==> config.mk <==
export PLATFORM = sky130hd
export DESIGN_NAME = nand_seq
export DESIGN_NICKNAME = d
export VERILOG_FILES = /design/src/rtl/nand_seq.sv
export SDC_FILE = /design/constraint.sdc
export NUM_CORES = 1
export LEC_CHECK = 0
export ABC_AREA = 1
export BUFFER_PORTS_ARGS = -buffer_cell sky130_fd_sc_hd__clkbuf_2
export CORE_AREA = 4 4 138 140
export CTS_CLUSTER_DIAMETER = 50
export CTS_CLUSTER_SIZE = 30
export DETAILED_ROUTE_END_ITERATION = 16
export DIE_AREA = 0 0 142 144
export MAX_ROUTING_LAYER = met4
export PLACE_DENSITY = 0.61
export SETUP_SLACK_MARGIN = 0.05
export SYNTH_ARGS = -nofsm -noshare
export SYNTH_HDL_FRONTEND = slang
export SYNTH_SLANG_ARGS = --single-unit
==> constraint.sdc <==
create_clock -name clk -period 3.1 [get_ports clk]
set_clock_uncertainty 0.15 [all_clocks]
set_input_delay 0.155 -clock clk [delete_from_list [all_inputs] [get_ports clk]]
set_output_delay 0.155 -clock clk [all_outputs]
set_load 0.005 [all_outputs]
==> src/rtl/nand_seq.sv <==
module nand_seq #(
  parameter int LEN_W = 12,
  parameter int TW = 8,
  parameter logic [TW-1:0] PW_RST = 2,
  parameter logic [TW-1:0] HOLD_RST = 2,
  parameter logic [TW-1:0] TWB_RST = 4
) (
  input  logic             clk,
  input  logic             rst_n,
  input  logic             reg_we,
  input  logic [2:0]       reg_sel,
  input  logic [31:0]      reg_wdata,
  input  logic [7:0]       wr_byte,
  output logic             wr_take,
  output logic [7:0]       rd_byte,
  output logic             rd_vld,
  output logic             busy,
  output logic             op_done,
  output logic             rd_done,
  output logic             nand_cle,
  output logic             nand_ale,
  output logic             nand_we_n,
  output logic             nand_re_n,
  output logic [1:0]       nand_ce_n,
  output logic [7:0]       nand_dq_out,
  output logic             nand_dq_oe,
  input  logic [7:0]       nand_dq_in,
  input  logic             nand_rb
);

  localparam logic [2:0] MAX_AIDX = 3'd4;

  typedef enum logic [3:0] {
    S_IDLE, S_CMD1, S_ADDR, S_WDAT, S_CMD2, S_TWB, S_WAIT, S_RDAT
  } st_t;

  st_t             st, nxt, tgt;
  logic            ph;
  logic [TW-1:0]   cnt;
  logic [LEN_W-1:0] idx, tgt_idx;
  logic [7:0]      dq_q;

  logic [8:0]      cmd2_q;
  logic [15:0]     alo_q;
  logic [31:0]     ahi_q;
  logic [LEN_W-1:0] len_q;
  logic [TW-1:0]   pw_q, hold_q, twb_q;

  logic            op_ce, op_aen, op_rd, op_wr;
  logic [2:0]      op_acnt;

  logic            strobe_st, step, adv, rpt, go, start, last_byte;
  logic [TW-1:0]   pw_eff, hold_eff;
  st_t             after_addr, after_wdat;
  logic [7:0]      abyte;

  assign pw_eff   = (pw_q == '0) ? TW'(1) : pw_q;
  assign hold_eff = (hold_q == '0) ? TW'(1) : hold_q;
  assign busy     = (st != S_IDLE);
  assign start    = reg_we && (reg_sel == 3'd0) && reg_wdata[31] && !busy;

  assign strobe_st = (st == S_CMD1) || (st == S_ADDR) || (st == S_WDAT) ||
                     (st == S_CMD2) || (st == S_RDAT);
  assign step      = strobe_st && ph && (cnt == '0);
  assign last_byte = (idx == len_q - 1'b1);

  assign after_wdat = cmd2_q[8] ? S_CMD2 : S_TWB;
  assign after_addr = (op_wr && !op_rd && len_q != '0) ? S_WDAT : after_wdat;

  always_comb begin
    case (tgt_idx[2:0])
      3'd0:    abyte = alo_q[7:0];
      3'd1:    abyte = alo_q[15:8];
      3'd2:    abyte = ahi_q[7:0];
      3'd3:    abyte = ahi_q[15:8];
      default: abyte = ahi_q[23:16];
    endcase
  end

  always_comb begin
    adv = 1'b0;
    rpt = 1'b0;
    nxt = st;
    case (st)
      S_IDLE: begin adv = start; nxt = S_CMD1; end
      S_CMD1: begin adv = step; nxt = op_aen ? S_ADDR : after_addr; end
      S_ADDR: begin
        adv = step && (idx[2:0] == op_acnt);
        rpt = step && !adv;
        nxt = after_addr;
      end
      S_WDAT: begin
        adv = step && last_byte;
        rpt = step && !adv;
        nxt = after_wdat;
      end
      S_CMD2: begin adv = step; nxt = S_TWB; end
      S_TWB:  begin adv = (cnt == '0); nxt = S_WAIT; end
      S_WAIT: begin
        adv = nand_rb;
        nxt = (op_rd && len_q != '0) ? S_RDAT : S_IDLE;
      end
      S_RDAT: begin
        adv = step && last_byte;
        rpt = step && !adv;
        nxt = S_IDLE;
      end
      default: begin adv = 1'b1; nxt = S_IDLE; end
    endcase
    go      = adv || rpt;
    tgt     = adv ? nxt : st;
    tgt_idx = adv ? '0 : idx + 1'b1;
  end

  always_ff @(posedge clk) begin
    if (!rst_n) begin
      cmd2_q <= '0;
      alo_q  <= '0;
      ahi_q  <= '0;
      len_q  <= '0;
      pw_q   <= PW_RST;
      hold_q <= HOLD_RST;
      twb_q  <= TWB_RST;
    end else if (reg_we) begin
      case (reg_sel)
        3'd1: cmd2_q <= reg_wdata[8:0];
        3'd2: alo_q  <= reg_wdata[15:0];
        3'd3: ahi_q  <= reg_wdata;
        3'd4: len_q  <= reg_wdata[LEN_W-1:0];
        3'd6: begin pw_q <= reg_wdata[TW-1:0]; hold_q <= reg_wdata[8 +: TW]; end
        3'd7: twb_q  <= reg_wdata[TW-1:0];
        default: ;
      endcase
    end
  end

  always_ff @(posedge clk) begin
    if (!rst_n) begin
      st      <= S_IDLE;
      ph      <= 1'b0;
      cnt     <= '0;
      idx     <= '0;
      dq_q    <= '0;
      op_ce   <= 1'b0;
      op_aen  <= 1'b0;
      op_rd   <= 1'b0;
      op_wr   <= 1'b0;
      op_acnt <= '0;
      wr_take <= 1'b0;
      rd_vld  <= 1'b0;
      rd_byte <= '0;
      op_done <= 1'b0;
      rd_done <= 1'b0;
    end else begin
      wr_take <= 1'b0;
      rd_vld  <= 1'b0;
      if (reg_we && reg_sel == 3'd5) begin
        if (reg_wdata[31]) op_done <= 1'b0;
        if (reg_wdata[28]) rd_done <= 1'b0;
      end
      if (start) begin
        op_ce   <= reg_wdata[19];
        op_aen  <= reg_wdata[30];
        op_rd   <= reg_wdata[26];
        op_wr   <= reg_wdata[25];
        op_acnt <= (reg_wdata[29:27] > MAX_AIDX) ? MAX_AIDX : reg_wdata[29:27];
      end
      if (strobe_st && !ph) begin
        if (cnt == '0) begin
          ph  <= 1'b1;
          cnt <= hold_eff - 1'b1;
          if (st == S_RDAT) begin
            rd_byte <= nand_dq_in;
            rd_vld  <= 1'b1;
          end
        end else begin
          cnt <= cnt - 1'b1;
        end
      end else if ((strobe_st || st == S_TWB) && cnt != '0) begin
        cnt <= cnt - 1'b1;
      end
      if (go) begin
        st  <= tgt;
        idx <= tgt_idx;
        ph  <= 1'b0;
        cnt <= pw_eff - 1'b1;
        case (tgt)
          S_CMD1: dq_q <= reg_wdata[7:0];
          S_CMD2: dq_q <= cmd2_q[7:0];
          S_ADDR: dq_q <= abyte;
          S_WDAT: begin dq_q <= wr_byte; wr_take <= 1'b1; end
          S_TWB:  cnt <= twb_q;
          S_IDLE: begin
            op_done <= 1'b1;
            if (op_rd) rd_done <= 1'b1;
          end
          default: ;
        endcase
      end
    end
  end

  assign nand_cle    = (st == S_CMD1) || (st == S_CMD2);
  assign nand_ale    = (st == S_ADDR);
  assign nand_dq_oe  = (st == S_CMD1) || (st == S_ADDR) || (st == S_WDAT) || (st == S_CMD2);
  assign nand_we_n   = !(nand_dq_oe && !ph);
  assign nand_re_n   = !((st == S_RDAT) && !ph);
  assign nand_dq_out = dq_q;
  assign nand_ce_n   = !busy ? 2'b11 : (op_ce ? 2'b01 : 2'b10);


  ce_onehot_chk: assert property (@(posedge clk) disable iff (!rst_n)
    busy |-> $countones(~nand_ce_n) == 1);


  ce_idle_chk: assert property (@(posedge clk) disable iff (!rst_n)
    !busy |-> nand_ce_n == 2'b11);


  rb_hold_chk: assert property (@(posedge clk) disable iff (!rst_n)
    (st == S_WAIT && !nand_rb) |=> (st == S_WAIT && nand_re_n));


  rd_capture_chk: assert property (@(posedge clk) disable iff (!rst_n)
    rd_vld |-> !$past(nand_re_n));


  wr_phase_chk: assert property (@(posedge clk) disable iff (!rst_n)
    wr_take |-> (nand_dq_oe && !nand_cle && !nand_ale));


  done_idle_chk: assert property (@(posedge clk) disable iff (!rst_n)
    $rose(op_done) |-> !busy);


  strobe_excl_chk: assert property (@(posedge clk) disable iff (!rst_n)
    !(!nand_we_n && !nand_re_n));


  busy_ignore_chk: assert property (@(posedge clk) disable iff (!rst_n)
    (busy && reg_we && reg_sel == 3'd0) |=> $stable(op_ce) && $stable(op_rd));

endmodule

======== After elaboration in Yosys (flattened, before gate mapping) ========
Cells that the tools add are included.
cells by class
  mux-type cells .......................... 32
  reduce and logical (&&, ||, !) cells .... 57
  eq/ne operators ......................... 24
  add/sub/neg operators ................... 5
  bitwise gates (word level) .............. 1
  magnitude comparators ................... 1
operators with widths
  operator                                                                count
  8-bit one-hot mux with 4 select lines                                   2
  8-bit two-way mux                                                       7
  4-bit by 3-bit equality test with 1-bit output (second input constant)  6
  8-bit zero test                                                         3
  8-bit by 1-bit subtractor with 8-bit output (second input constant)     3
  3-bit one-hot mux with 7 select lines                                   1
  2-bit AND reduction                                                     9
  1-bit logical AND                                                       17
  4-bit by 2-bit equality test with 1-bit output (second input constant)  4
  12-bit by 1-bit adder with 12-bit output (second input constant)        1
  12-bit equality test                                                    1
  3-bit by 2-bit equality test with 1-bit output (second input constant)  4
  3-bit equality test (second input constant)                             4
  1-bit two-way mux                                                       12
  12-bit two-way mux                                                      1
  3-bit two-way mux                                                       4
  12-bit nonzero test                                                     1
  12-bit by 1-bit subtractor with 12-bit output (second input constant)   1
  4-bit by 1-bit equality test with 1-bit output (second input constant)  2
  4-bit zero test                                                         2
  4-bit nonzero test                                                      2
  8-bit nonzero test                                                      1
  1-bit zero test                                                         7
  1-bit logical OR                                                        7
  other kinds (12)                                                        18
word-level totals
  flip-flop bits (word level) ............. 137
  output and inout bits ................... 28
  input bits .............................. 55
  logic and storage cells ................. 142

======== Longest topological paths before layout ========
  depth in word-level cells ............... 13
  depth in mapped cells ................... 24
  mapped depth without buffers ............ 23

======== Least setup slack after synthesis ========
Ideal clock, no wire load.
  path type ............................... register to register
  from .................................... register cnt[0]
  to ...................................... register dq_q[6], in the netlist nand_dq_out[6]
  arrival time ............................ 2.333 ns
  stages on the path, launching flop included .. 24
  required time ........................... 2.818 ns
  library setup time ...................... 0.132 ns
  buffers on the path ..................... 2
  period minus slack after synthesis ...... 2.615 ns
  path slack .............................. 0.485 ns
  path through ............................ dfxtp_1 inv_1 ha_1 nand2_1 nor2_2 nand2_1 inv_1 nand2_1 nor2_4 inv_2 nor2_2 nand2_2 nand2_4 nand2_1 nand2_2 buf_6 inv_4 nor2_8 a21oi_4 buf_6 nor2_1 nand2_1 nand2_1 a21oi_1
between the ends
  longest elaborated chain between the ends .. 8
  elaborated cells on any way between the ends .. 25
  classes of those cells .................. eq/ne: 7; mux: 6; reduce/logical: 12
ends and longest elaborated chain
  what                                                                          RTL line     RTL
  start: declaration                                                            39           logic [TW-1:0] cnt;
  start signal: assignment                                                      171          cnt <= hold_eff - 1'b1;
  start signal: assignment                                                      177          cnt <= cnt - 1'b1;
  start signal: assignment                                                      180          cnt <= cnt - 1'b1;
  8-bit zero test *                                                             64, 98
  1-bit logical AND                                                             64           assign step = strobe_st && ph && (cnt == '0);
  1-bit logical AND, on equally long branches                                   93, 104, 88
  1-bit one-hot mux with 6 select lines, or another cell as far along           84           case (st)
  12-bit two-way mux, or another cell as far along                              112          tgt_idx = adv ? '0 : idx + 1'b1;
  3-bit by 2-bit equality test with 1-bit output, or another cell as far along  71           case (tgt_idx[2:0])
  8-bit one-hot mux with 4 select lines, or another cell as far along           71
  8-bit one-hot mux with 4 select lines or 2-bit AND reduction (tied branches)  --
  end signal: assignment                                                        188          S_CMD1: dq_q <= reg_wdata[7:0];
  end signal: assignment                                                        189          S_CMD2: dq_q <= cmd2_q[7:0];
  end signal: assignment                                                        190          S_ADDR: dq_q <= abyte;
  end: declaration                                                              41           logic [7:0] dq_q;
Mark *: on every way between the ends. The rest lies on a longest branch, timed or not.
A chain may end at the register's enable or synchronous reset.

======== Worst setup path after layout ========
  from .................................... register cnt[0]
  to ...................................... register dq_q[4], in the netlist nand_dq_out[4]
Same word-level chain as after synthesis.

==> summary.txt <==
Timing
  • Hold Violations, Final: 0
  • Fmax: 349 MHz
  • RSZ-0062 raised after global routing: true
  • Worst-margin pin slew: 0.967 ns
  • Period utilisation layout: slightly above 90%
  • Crit path time final: 2.86 ns
  • Max Slew Vio Count: 0
  • Hold Worst Slack: 0.0465 ns
  • Total negative slack: 0 ns
  • Final setup fails: 0
  • Rel. slew slack: 35.3%

Place
  • Number of port buffers: 81
  • DP Wirelength: 15200 microns
  • Cell Area, Placed: 7750 sq um
  • Placed insts: 1333
  • GP Congestion: 0.909

Pwr
  • Leak Pwr: 3.93 nW
  • Pwr/cell area: 502 nW/um^2
  • Maximum vdd ir drop: 0.380 mV

Clock tree
  • Clk sinks: 137
  • Skew-Pair Late Insertion Delay: 0.42 ns
  • H-Tree Depth: 4
  • Clk buf depth: 2
  • CTS clock-pin slew for the worst setup and hold paths: 0.06 ns
  • CTS Buf Count: 17
  • CTS root buf: clkbuf_16
  • CTS tree: built

Finish
  • Final nets: between 1000 and 1500
  • Most frequent cells in the layout: 168 x nor2_1, 159 x nand2_1, 137 x dfxtp_1, 126 x o21ai_0, 107 x inv_1
  • Final cell count without fillers: 1408
  • Core Util, Final: 49.5%
  • Area Overhead vs Synth: 26.1%
  • Share of layout cells above drive strength 1: approximately 16%
  • Design area: a little under 9000 sq um
  • Most common cell after layout, fill and taps aside: nor2_1
  • Number of diodes: 0

Floorplan
  • Width of the chip: ~140 microns
  • IO Count: 83
  • Initial core utilization: roughly two fifths
  • # rows: about 50
  • CORE AREA: 17800 sq um
  • Die area: 20400 sq um
  • Die Y: 144 microns

Hold path
  • Min-Delay Path Class: input pin to flop
  • Hold Path Stages: 5

Setup path
  • CP Launch Type: flop
  • Crit path cell chain: inv_1 > ha_2 > nand2_1 > nor2_4 > nand2_2 > inv_4 > nand2_1 > nor2_4 > inv_2 > nor2_2 > nand2_2 > nand2_4 > nand2_1 > nand2_4 > nor2_4 > buf_4 > nand2_2 > nand3_4 > buf_4 > nand2_1 > a21oi_1
  • CP required: 3.25 ns
  • Crit Path Category: flop to flop
  • Cell mode on critical path: nand2_1
  • CP Buf/Inv Count: 5
  • Critical Path Stages: 21
  • Slowest CP cell: dfxtp_1
  • CP arrival: 3.01 ns
  • CP Capture Type: flop
  • Biggest fanout along the worst timing path: 13
  • Largest delay contributor family on the critical path: simple AND/OR/NAND/NOR gates
  • R2R cell count: 21
  • CP max stage delay: 0.32 ns

Logic synthesis
  • Synth top area share: between 30% and 40%
  • Syn nets: around 1100
  • Synth area leader: dfxtp_1
  • Seq/Total Area, Yosys: between 30% and 40%
  • Synth cell types: 48
  • Mapped Area: approximately 7000 sq um
  • Ranking of synthesized cells by area: dfxtp_1 39%, nor2_1 9.2%, o21ai_0 9.0%, nand2_1 8.6%, a21oi_1 7.6%
  • Number of synthesized register bits: 137
  • Post-Syn Instances: 1036
  • Synth warn: 0
  • Mean Syn Cell Area: 6.76 sq um

Global route
  • Largest net degree at the start of global routing: 73
  • Vias in the first global route: 6462
  • Overall Global Routing Usage: 21.1%
  • First-pass GRT wire length: 33300 microns
  • Initial antenna violation count: 0
  • GRT overflow: 0

Route
  • DR DRC count: 0
  • Vias per inst: 5.04
  • Routed WL: 20900 microns
  • Routed len/inst: 14.8 microns
  • DR pass1 iterations: 5
  • DR iter-0 viols: 577
  • ANT nets after route: 0
  • DR vias: 7095

Run status
  • Status: finished clean

Flow run
  • Max-cap violations: 0
## synth_stat cells (all sizes together)
library cell,n
ha,5
o21ai,129
a32oi,1
xor2,6
dfxtp,137
clkbuf,30
a21o,1
nand2,170
inv,114
o211ai,8
nand4,20
nand3,56
a21oi,110
a31oi,8
o311ai,1
buf,9
o21a,6
nor4,4
nor2,182
o22ai,5
o21bai,1
a211oi,3
nor3,9
or2,4
conb,1
nand3b,2
clkinv,2
xnor2,11
a31o,1
## layout make-up
type | count | area [sq um]
Clock inverter | 12 | 116
Fill cell | 1804 | 9010
Tap cell | 229 | 287
Inverter | 116 | 444
Clock buffer | 20 | 457
Multi-Input combinational cell | 744 | 3710
Sequential cell | 137 | 2740
Timing Repair Buffer | 150 | 1070
## repair_timing
action | CTS | global route
hold buffers | 41 | 0
cloned | 0 | 0
endpoints found under the setup margin | 1 | 17
endpoints found under the hold margin | 57 | 0
pin swaps | 0 | 4
gates resized for setup | 1 | 21
setup buffers | 0 | 2
## path summary, 6_finish.rpt
path | startpoint | end | slack [ns]
worst min-delay path | reg_sel[2] | cmd2_q[8] | 0.05
worst min register to register | alo_q[8] | alo_q[8] | 0.31
worst max-delay path | cnt[0] | nand_dq_out[4] | 0.24
worst max register to register | cnt[0] | nand_dq_out[4] | 0.24
## power by group
part | switching, mW | leakage [nW] | internal (mW) | total, mW
Clock | 0.810 | 0.271 | 1.15 | 1.96
Sequential | 0.0433 | 1.11 | 1.82 | 1.87
Combinational | 0.365 | 2.54 | 0.241 | 0.606
Total | 1.22 | 3.93 | 3.22 | 4.44
## cells by family (layout without fill, tap and decap cells)
kind of cell / after synthesis / in the layout / share of synthesized area (%)
DFF: 137 / 137 / 39.2
AOI/OAI and AO/OA: 274 / 274 / 21.0
adders and majority gates: 5 / 5 / 0.893
and+or+nand+nor: 447 / 447 / 28.0
other: 1 / 1 / 0.0535
xor gates and xnor gates: 17 / 17 / 2.13
buffers and inverters: 155 / 298 / 8.77
## sequential cells by signal (all words and copies together) (netlist names), 3 cells and up
signal and count:
pw_q 8, nand_dq_out 8, len_q 12, op_acnt 3
hold_q 8, idx 12, ahi_q 24, rd_byte 8
cnt 8, twb_q 8, st 4, alo_q 16
cmd2_q 9
## worst reg2reg max path, stage by stage, from the launching register on
cell and delay [ns]:
dfxtp_1 0.32, inv_1 0.08, ha_2 0.20, nand2_1 0.10, nor2_4 0.14, nand2_2 0.09
inv_4 0.09, nand2_1 0.08, nor2_4 0.16, inv_2 0.05, nor2_2 0.10, nand2_2 0.08
nand2_4 0.11, nand2_1 0.10, nand2_4 0.13, nor2_4 0.05, buf_4 0.12, nand2_2 0.08
nand3_4 0.18, buf_4 0.22, nand2_1 0.06, a21oi_1 0.06
## per-layer routing
layer / global-route usage, % / wire, microns
met4: 5.56 / 320
met2: 32.7 / 9640
met5: - / 0
met3: 3.94 / 1090
met1: 28.6 / 9820
## per-stage QoR
step                setup WS [ns]  power (mW)
floorplan                   0.485        2.25
global placement            0.113        2.44
detailed placement         0.0549        2.44
CTS                         0.104        4.44
global route               0.0168        4.63
finish                      0.235        4.44
Power figures use the tool's default switching activity.
